--- config.mk ---
export PLATFORM = sky130hd
export DESIGN_NAME = mc_core
export DESIGN_NICKNAME = d
export VERILOG_FILES = /design/src/rtl/mc_pkg.sv /design/src/rtl/mc_ctrl.sv /design/src/rtl/mc_regfile.sv /design/src/rtl/mc_datapath.sv /design/src/rtl/mc_core.sv
export SDC_FILE = /design/constraint.sdc
export NUM_CORES = 2
export LEC_CHECK = 0
export BUFFER_PORTS_ARGS = -buffer_cell sky130_fd_sc_hd__buf_4
export CAP_MARGIN = 30
export CORE_MARGIN = 4
export CORE_UTILIZATION = 35
export CTS_CLUSTER_SIZE = 30
export DETAILED_ROUTE_END_ITERATION = 7
export SETUP_SLACK_MARGIN = 0.2
export SYNTH_ARGS = -nofsm -noshare
export SYNTH_HDL_FRONTEND = slang
export SYNTH_SLANG_ARGS = --single-unit
--- constraint.sdc ---
create_clock -name clk_i -period 8.57 [get_ports clk_i]
set_clock_uncertainty 0.15 [all_clocks]
set_input_delay 0.857 -clock clk_i [delete_from_list [all_inputs] [get_ports clk_i]]
set_output_delay 0.857 -clock clk_i [all_outputs]
set_load 0.03 [all_outputs]
--- src/rtl/mc_pkg.sv ---
package mc_pkg;
  typedef enum logic [3:0] {
    ST_FETCH   = 4'd0,
    ST_DECODE  = 4'd1,
    ST_SW_ADDR = 4'd2,
    ST_SW_MEM  = 4'd3,
    ST_LW_ADDR = 4'd4,
    ST_LW_MEM  = 4'd5,
    ST_LW_WB   = 4'd6,
    ST_ADD_EX  = 4'd7,
    ST_ADD_MEM = 4'd8,
    ST_ADD_WB  = 4'd9
  } state_e;

  localparam logic [5:0] OP_ADD = 6'd0;
  localparam logic [5:0] OP_LW  = 6'd35;
  localparam logic [5:0] OP_SW  = 6'd43;

  typedef struct packed {
    logic pc_inc;
    logic ir_ld;
    logic ab_ld;
    logic alu_ld;
    logic alu_imm;
    logic rf_we;
    logic rf_dst_rt;
    logic rf_from_mem;
    logic mem_we;
    logic addr_alu;
  } ctrl_t;
endpackage

--- src/rtl/mc_ctrl.sv ---
module mc_ctrl
  import mc_pkg::*;
(
  input  logic       clk_i,
  input  logic       rst_ni,
  input  logic [5:0] opcode_i,
  output state_e     state_o,
  output ctrl_t      ctrl_o
);
  state_e state_q, state_d;

  always_ff @(posedge clk_i or negedge rst_ni) begin
    if (!rst_ni) state_q <= ST_FETCH;
    else         state_q <= state_d;
  end

  always_comb begin
    state_d = ST_FETCH;
    unique case (state_q)
      ST_FETCH:   state_d = ST_DECODE;
      ST_DECODE: begin
        if      (opcode_i == OP_ADD) state_d = ST_ADD_EX;
        else if (opcode_i == OP_LW)  state_d = ST_LW_ADDR;
        else if (opcode_i == OP_SW)  state_d = ST_SW_ADDR;
        else                         state_d = ST_FETCH;
      end
      ST_SW_ADDR: state_d = ST_SW_MEM;
      ST_SW_MEM:  state_d = ST_FETCH;
      ST_LW_ADDR: state_d = ST_LW_MEM;
      ST_LW_MEM:  state_d = ST_LW_WB;
      ST_LW_WB:   state_d = ST_FETCH;
      ST_ADD_EX:  state_d = ST_ADD_MEM;
      ST_ADD_MEM: state_d = ST_ADD_WB;
      ST_ADD_WB:  state_d = ST_FETCH;
      default:    state_d = ST_FETCH;
    endcase
  end

  always_comb begin
    ctrl_o = '0;
    case (state_q)
      ST_FETCH:  ctrl_o.pc_inc = 1'b1;
      ST_DECODE: begin
        ctrl_o.ir_ld = 1'b1;
        ctrl_o.ab_ld = 1'b1;
      end
      ST_SW_ADDR, ST_LW_ADDR: begin
        ctrl_o.alu_ld  = 1'b1;
        ctrl_o.alu_imm = 1'b1;
      end
      ST_SW_MEM: begin
        ctrl_o.mem_we   = 1'b1;
        ctrl_o.addr_alu = 1'b1;
      end
      // read issued here, data lands one cycle later in ST_LW_WB
      ST_LW_MEM: ctrl_o.addr_alu = 1'b1;
      ST_LW_WB: begin
        ctrl_o.rf_we       = 1'b1;
        ctrl_o.rf_dst_rt   = 1'b1;
        ctrl_o.rf_from_mem = 1'b1;
      end
      ST_ADD_EX: ctrl_o.alu_ld = 1'b1;
      ST_ADD_WB: ctrl_o.rf_we  = 1'b1;
      default: ;
    endcase
  end

  assign state_o = state_q;
endmodule

--- src/rtl/mc_regfile.sv ---
module mc_regfile #(
  parameter int XLEN = 32,
  parameter int NREG = 32,
  localparam int RA_W = $clog2(NREG)
) (
  input  logic            clk_i,
  input  logic            rst_ni,
  input  logic [RA_W-1:0] ra_i,
  input  logic [RA_W-1:0] rb_i,
  input  logic [RA_W-1:0] rdbg_i,
  input  logic            we_i,
  input  logic [RA_W-1:0] wa_i,
  input  logic [XLEN-1:0] wd_i,
  output logic [XLEN-1:0] ra_o,
  output logic [XLEN-1:0] rb_o,
  output logic [XLEN-1:0] rdbg_o
);
  logic [XLEN-1:0] regs_w [NREG];

  assign regs_w[0] = '0;

  for (genvar i = 1; i < NREG; i++) begin : g_reg
    logic [XLEN-1:0] q;
    always_ff @(posedge clk_i or negedge rst_ni) begin
      if (!rst_ni)                          q <= '0;
      else if (we_i && wa_i == RA_W'(i))   q <= wd_i;
    end
    assign regs_w[i] = q;
  end

  assign ra_o   = regs_w[ra_i];
  assign rb_o   = regs_w[rb_i];
  assign rdbg_o = regs_w[rdbg_i];
endmodule

--- src/rtl/mc_datapath.sv ---
module mc_datapath
  import mc_pkg::*;
#(
  parameter int XLEN = 32,
  parameter int NREG = 32,
  localparam int RA_W  = $clog2(NREG),
  localparam int IMM_W = 16
) (
  input  logic            clk_i,
  input  logic            rst_ni,
  input  ctrl_t           ctrl_i,
  input  logic [XLEN-1:0] mem_rdata_i,
  input  logic [RA_W-1:0] dbg_sel_i,
  output logic [XLEN-1:0] mem_addr_o,
  output logic [XLEN-1:0] mem_wdata_o,
  output logic [XLEN-1:0] pc_o,
  output logic [5:0]      opcode_o,
  output logic [XLEN-1:0] dbg_reg_o
);
  logic [XLEN-1:0] pc_q, a_q, b_q, alu_q;
  logic [20:0]     ir_q;      // rt, rd and immediate fields only
  logic [XLEN-1:0] rf_a, rf_b, imm_sx, alu_rhs, rf_wd;
  logic [RA_W-1:0] dec_rs, dec_rt, ir_rt, ir_rd, rf_wa;

  // decode reads straight from the memory output register
  assign opcode_o = mem_rdata_i[31:26];
  assign dec_rs   = mem_rdata_i[21 +: RA_W];
  assign dec_rt   = mem_rdata_i[16 +: RA_W];

  assign ir_rt  = ir_q[16 +: RA_W];
  assign ir_rd  = ir_q[11 +: RA_W];
  assign imm_sx = {{(XLEN-IMM_W){ir_q[IMM_W-1]}}, ir_q[IMM_W-1:0]};

  always_ff @(posedge clk_i or negedge rst_ni) begin
    if (!rst_ni) begin
      pc_q  <= '0;
      ir_q  <= '0;
      a_q   <= '0;
      b_q   <= '0;
      alu_q <= '0;
    end else begin
      if (ctrl_i.pc_inc) pc_q  <= pc_q + XLEN'(4);
      if (ctrl_i.ir_ld)  ir_q  <= mem_rdata_i[20:0];
      if (ctrl_i.ab_ld) begin
        a_q <= rf_a;
        b_q <= rf_b;
      end
      if (ctrl_i.alu_ld) alu_q <= a_q + alu_rhs;
    end
  end

  assign alu_rhs = ctrl_i.alu_imm ? imm_sx : b_q;
  assign rf_wa   = ctrl_i.rf_dst_rt ? ir_rt : ir_rd;
  assign rf_wd   = ctrl_i.rf_from_mem ? mem_rdata_i : alu_q;

  mc_regfile #(.XLEN(XLEN), .NREG(NREG)) u_rf (
    .clk_i  (clk_i),
    .rst_ni (rst_ni),
    .ra_i   (dec_rs),
    .rb_i   (dec_rt),
    .rdbg_i (dbg_sel_i),
    .we_i   (ctrl_i.rf_we),
    .wa_i   (rf_wa),
    .wd_i   (rf_wd),
    .ra_o   (rf_a),
    .rb_o   (rf_b),
    .rdbg_o (dbg_reg_o)
  );

  assign mem_addr_o  = ctrl_i.addr_alu ? alu_q : pc_q;
  assign mem_wdata_o = b_q;
  assign pc_o        = pc_q;
endmodule

--- src/rtl/mc_core.sv ---
module mc_core
  import mc_pkg::*;
#(
  parameter int XLEN = 32,
  parameter int NREG = 32,
  localparam int RA_W = $clog2(NREG)
) (
  input  logic            clk_i,
  input  logic            rst_ni,
  output logic [XLEN-1:0] mem_addr_o,
  output logic [XLEN-1:0] mem_wdata_o,
  output logic            mem_we_o,
  input  logic [XLEN-1:0] mem_rdata_i,
  output logic [XLEN-1:0] dbg_pc_o,
  output logic [3:0]      dbg_state_o,
  input  logic [RA_W-1:0] dbg_sel_i,
  output logic [XLEN-1:0] dbg_reg_o
);
  ctrl_t      ctrl;
  state_e     state;
  logic [5:0] opcode;

  mc_ctrl u_ctrl (
    .clk_i    (clk_i),
    .rst_ni   (rst_ni),
    .opcode_i (opcode),
    .state_o  (state),
    .ctrl_o   (ctrl)
  );

  mc_datapath #(.XLEN(XLEN), .NREG(NREG)) u_dp (
    .clk_i       (clk_i),
    .rst_ni      (rst_ni),
    .ctrl_i      (ctrl),
    .mem_rdata_i (mem_rdata_i),
    .dbg_sel_i   (dbg_sel_i),
    .mem_addr_o  (mem_addr_o),
    .mem_wdata_o (mem_wdata_o),
    .pc_o        (dbg_pc_o),
    .opcode_o    (opcode),
    .dbg_reg_o   (dbg_reg_o)
  );

  assign mem_we_o    = ctrl.mem_we;
  assign dbg_state_o = state;
endmodule

# Yosys cells after proc, flatten, opt, wreduce, memory -nomap -nowiden
# Cells that the tools add are included.
[totals]
inputBits = 39
word_cells = 149
ff_bits = 1145
output_inout_bits = 133
[op_classes]
eq_ne = 42
mux = 25
reduce_logical = 37
n_lt_le_gt_ge = 3
addsub = 2
bitwise_logic = 3
[op_table]
columns = ["operator", "n"]
rows = [
  ["binary-select mux 32 bit (select 5 bit)", 3],
  ["two-way mux 32 bit", 9],
  ["equality test 5 bit (second input constant)", 16],
  ["equality test 5 x 4 -> 1 bit (second input constant)", 8],
  ["adder 32 x 3 -> 32 bit (second input constant)", 1],
  ["adder 32 bit", 1],
  ["logical AND 1 bit", 31],
  ["one-hot mux 4 bit (7 select lines)", 1],
  ["equality test 5 x 3 -> 1 bit (second input constant)", 4],
  ["greater-or-equal comparator 6 bit (second input constant)", 3],
  ["inverter 5 -> 6 bit", 3],
  ["equality test 4 x 3 -> 1 bit (second input constant)", 4],
  ["equality test 6 bit (second input constant)", 2],
  ["equality test 5 x 2 -> 1 bit (second input constant)", 2],
  ["equality test 4 x 2 -> 1 bit (second input constant)", 2],
  ["equality test 4 bit (second input constant)", 2],
  ["two-way mux 4 bit", 2],
  ["zero test 6 bit", 1],
  ["two-way mux 1 bit", 6],
  ["two-way mux 2 bit", 3],
  ["OR reduction 2 bit", 3],
  ["equality test 5 x 1 -> 1 bit (second input constant)", 1],
  ["two-way mux 5 bit", 1],
  ["equality test 4 x 1 -> 1 bit (second input constant)", 1],
  ["other kinds (2)", 2],
]

# Longest topological paths before layout
[logic_depth]
word_depth = 5
ltp_mapped = 16
ltp_nobuf = 13

# Cells and area by module
# From an unflattened synthesis, not the netlist that was laid out.
[unflattened]
hier_cells = 5089
hier_area_um2 = 70086.0
[by_module_without_submodules]
columns = ["mod", "seq_area_each_um2", "area_each_um2", "instances", "cells_per_inst"]
rows = [
  ["mc_regfile", 24823.8, 61348.8, 1, 4293],
  ["mc_datapath", 3678.5, 8403.1, 1, 753],
  ["mc_ctrl", 100.1, 334.1, 1, 43],
]

# Least setup slack after synthesis
# OpenSTA, ideal clock, no wires.
[synth_timing]
kind = "register to register"
from = "register u_ctrl.state_q[2], in the netlist u_ctrl.state_o[2]"
to = "register u_dp.alu_q[22]"
required_ps = 8325
period_less_slack_ps = 4218
path_slack_ps = 4352
setup_time_ps = 95
n_path_buf = 3
stages_incl_launch_ff = 17
arrival_ps = 3973
path_cell_list = "dfrtp_1 > buf_2 > xnor2_1 > or3_1 > clkbuf_1 > clkbuf_1 > mux2_2 > ha_1 > inv_1 > fa_1 > nor2b_1 > o2111ai_1 > nand2_1 > a2111oi_0 > nor3_1 > o21a_1 > o31ai_1"
[synth_between]
elab_chain_len = 5
word_cells_on_any_way = 9
classes_between = "add/sub: 1; eq/ne: 3; mux: 3; reduce/logical: 2"
[synth_rtl]
columns = ["item", "line", "rtl"]
rows = [
  ["from (decl)", "mc_ctrl.sv:10", "state_e state_q, state_d;"],
  ["from (signal assigned)", "mc_ctrl.sv:14", "else state_q <= state_d;"],
  ["equality test 4 x 2 -> 1 bit / equality test 4 x 3 -> 1 bit (equally long branches)", "mc_ctrl.sv:41", "case (state_q)"],
  ["OR reduction 2 bit", "mc_ctrl.sv:41", ""],
  ["two-way mux 1 bit", "mc_ctrl.sv:41", ""],
  ["two-way mux 32 bit", "mc_datapath.sv:52", "assign alu_rhs = ctrl_i.alu_imm ? imm_sx : b_q;"],
  ["adder 32 bit", "mc_datapath.sv:48", "if (ctrl_i.alu_ld) alu_q <= a_q + alu_rhs;"],
  ["to (signal assigned)", "mc_datapath.sv:48", ""],
  ["to (decl)", "mc_datapath.sv:20", "logic [XLEN-1:0] pc_q, a_q, b_q, alu_q;"],
]
# Several ways; a longest one is shown, not always the timed one.
# A chain may end at the register's enable or synchronous reset.

# Final worst setup path
[layout_timing]
from = "input dbg_sel_i[1]"
to = "output dbg_reg_o[5]"
[layout_between]
elab_chain_len = 4
[layout_rtl]
columns = ["item", "line", "rtl"]
rows = [
  ["from (decl)", "mc_core.sv:16", "input logic [RA_W-1:0] dbg_sel_i,"],
  ["inverter 5 -> 6 bit (not written as such)", "mc_regfile.sv:33", "assign rdbg_o = regs_w[rdbg_i];"],
  ["binary-select mux 32 bit (select 5 bit)", "mc_regfile.sv:33", ""],
  ["two-way mux 32 bit (not written as such) (2 in a row)", "mc_regfile.sv:33", ""],
  ["to (decl)", "mc_core.sv:17", "output logic [XLEN-1:0] dbg_reg_o"],
]
# No other way between the ends. The select of a mux whose other input is x is not followed.

==> flow_summary.toml <==
[outcome]
outcome = "complete, no violations"

[pwr]
power-per-cell-area_nw_per_um2 = 263
leakage_nw = 27.4
vdd_ir_drop_max_v = 0.000218
finalPower_w = 0.0199

[logic_synthesis]
yosysTopAreaCell = "dfrtp_1"
synth_area_leaders = "dfrtp_1 (42%), mux4_2 (29%), a21oi_1 (5.2%)"
seq_area_frac_synth = 0.424
ys_async_sr_fraction = 1.00
synth_edf_count = 0
synth_seq_cells = 1143
yosys_most_used_dff = "dfrtp_1"
yosys_warnings = 0
avgSynthCellArea_um2 = 11.9
synth_area_um2 = 67500
yosysTopAreaCellShare = 0.424
synthCells = 5675
yosys.cell_types.count = 72

[grt]
grt_usage = 0.222
grt.overflow.total = 0
grt_pass1_vias = 49000
grt_max_degree = 164
antenna_found_initial = 7
grt_pass1_wl_mm = 332

[clock_network]
post_cts_buffers = 0
h-tree-depth = 3
cts_resized = 0
cts_tree = "yes"
hold_buffers = 1
cts.sinks = 1143
ctsRootBufferMaster = "clkbuf_16"
cts.path.max_buffers = 3
insertion_delay_ns = 0.78
clk_pin_slew_ns = 0.06
cts_buffers = 119

[sta]
slew_viol_final = 0
setup_ws_ns = 3.14
fin_crit_sh = 0.634
timing.fmax_mhz = 184
worst_pin_slew_ns = 1.02
tns_ns = 0
setup_viol = 0
relSlewSlack = 0.302
rsz0062_at_grt = "false"
hold_viol_final = 0
min_period_ns = 5.43

[placement]
io_buffers = 169
gp_congestion = 0.909
dpl.cell_count = 7897
hpwl_mm = 133
pre_cts_slack_ns = 3.11
placed_cell_area_um2 = 71200

[setup_path]
path_buf_inv = 4
critical_path.max_fanout = 87
cp.arrival_ns = 4.43
crit_chain = "buf_8 -> buf_4 -> buf_12 -> mux2_2 -> a22o_1 -> mux4_2 -> mux2_2 -> buf_4"
crit_family = "buffers and inverters"
crit_path_max_incr_delay_ns = 0.86
critical_path_class = "in -> out"
end_kind = "output port"
slowest_stage = "buf_4"
startpoint_type = "input pin"
worstPathRequired_ns = 7.56

[routing]
wl_per_cell_um = 27.5
ant_nets = 0
totalWireLength_mm = 223
firstDrtPassIters = 5
num_vias = 49400
viasPerCell = 6.08
drtIter0Drc = 5882
drc = 0

[layout]
final_cell_mix = "dfrtp_1 (1143), mux4_2 (864), a21oi_1 (707), nand2_1 (589), nor2_1 (573)"
final_nets = 5589
areaGrowthSynthToFinish_pct = 12.1
drive_gt1_frac = 0.289
fin_area_um2 = 75700
final_cells = 8133
final_common_cell = "dfrtp_1"

[die]
die_area_um2 = 200000
core_area_um2 = 191000
start_util = 0.353
io_pins = 172
die_w_um = 447
num_rows = 160
die_h_um = 447

[job]
maxCapViolations = 0

[hold_path]
min_path_type = "in -> reg"
## synthesized netlist by cell type, types with 14 or more instances
cell type,count
a21o_1,29
a21oi_1,707
a22o_1,32
buf_1,64
buf_2,130
buf_4,14
clkbuf_1,375
dfrtp_1,1143
ha_1,33
mux2_2,132
mux2i_1,163
mux4_2,864
nand2_1,594
nand3_1,23
nand4_1,20
nor2_1,573
o21ai_0,506
o21ai_1,21
o21ai_2,30
xnor2_1,40
xor2_1,14
## final timing paths
check / startpoint / to / slack (ns) / depth (start not counted)
worst min register to register: u_dp.a_q[21] / u_dp.a_q[21] / 0.34 / 2
worst max-delay path: dbg_sel_i[1] / dbg_reg_o[5] / 3.14 / 8
min in group asynchronous: rst_ni / u_dp.u_rf.g_reg[19].q[28] / 0.53 / 2
max in group asynchronous: rst_ni / u_dp.u_rf.g_reg[30].q[8] / 5.86 / 4
worst max register to register: u_ctrl.state_o[2] / u_dp.alu_q[24] / 3.77 / 11
worst min-delay path: mem_rdata_i[29] / u_ctrl.state_o[2] / 0.19 / 2
## stage by stage
step | utilization | hold WS (ns)
final | 0.396 | 0.187
after detailed placement | 0.373 | 0.333
after CTS | 0.395 | 0.140
after floorplan | - | 0.306
after global routing | 0.396 | 0.169
after global placement | 0.371 | 0.329
## kinds of logic after synthesis
logic type / Yosys count / share of synthesized area
AO/OA/AOI/OAI: 1376 / 0.109
AND/OR/NAND/NOR: 1302 / 0.0812
multiplexers: 1160 / 0.335
flip-flops: 1143 / 0.424
buffers and inverters: 605 / 0.0378
XOR/XNOR: 54 / 0.00701
adder cells (fa/ha/maj): 34 / 0.00641
other: 1 / 0.0000556
## worst reg2reg max path, delay by kind of cell (launching register included)
family | cells | cell delay (ns)
mux | 1 | 0.46
compound gates | 5 | 1.54
simple gates | 3 | 1.43
xor+xnor | 1 | 0.14
flops | 1 | 0.63
fa+ha+maj | 1 | 0.40
## registers in the layout, indices dropped and copies added, names as in the netlist
| register | count |
|---|---|
| u_ctrl.state_o | 4 |
| u_dp.a_q | 32 |
| u_dp.alu_q | 32 |
| u_dp.ir_q | 21 |
| u_dp.mem_wdata_o | 32 |
| u_dp.pc_o | 30 |
| u_dp.u_rf.g.q | 992 |
## layer usage
layer,track usage,part of all wire,vias up
li1,-,-,21000
met1,0.301,0.41,25500
met2,0.344,0.45,2494
met3,0.0588,0.099,488
met4,0.0854,0.043,4
met5,0,0.00012,-
## cell type report
type                    instances  area (um2)
inverters                      13        48.8
flip-flops and latches       1143       28600
repair buffers                311        2940
multi-input cells            3928       36600
well taps                    2511        3140
clock buffers                 164        3440
clock inverters                61         838
diodes                          2        5.00
fillers                     18000      115000
## where the power goes
part | internal [W] | switching (W)
combinational | 0.00278 | 0.00423
sequential | 0.00623 | 0.000955
clock | 0.00337 | 0.00233
total | 0.0124 | 0.00752
(Power assumes the default switching activity.)
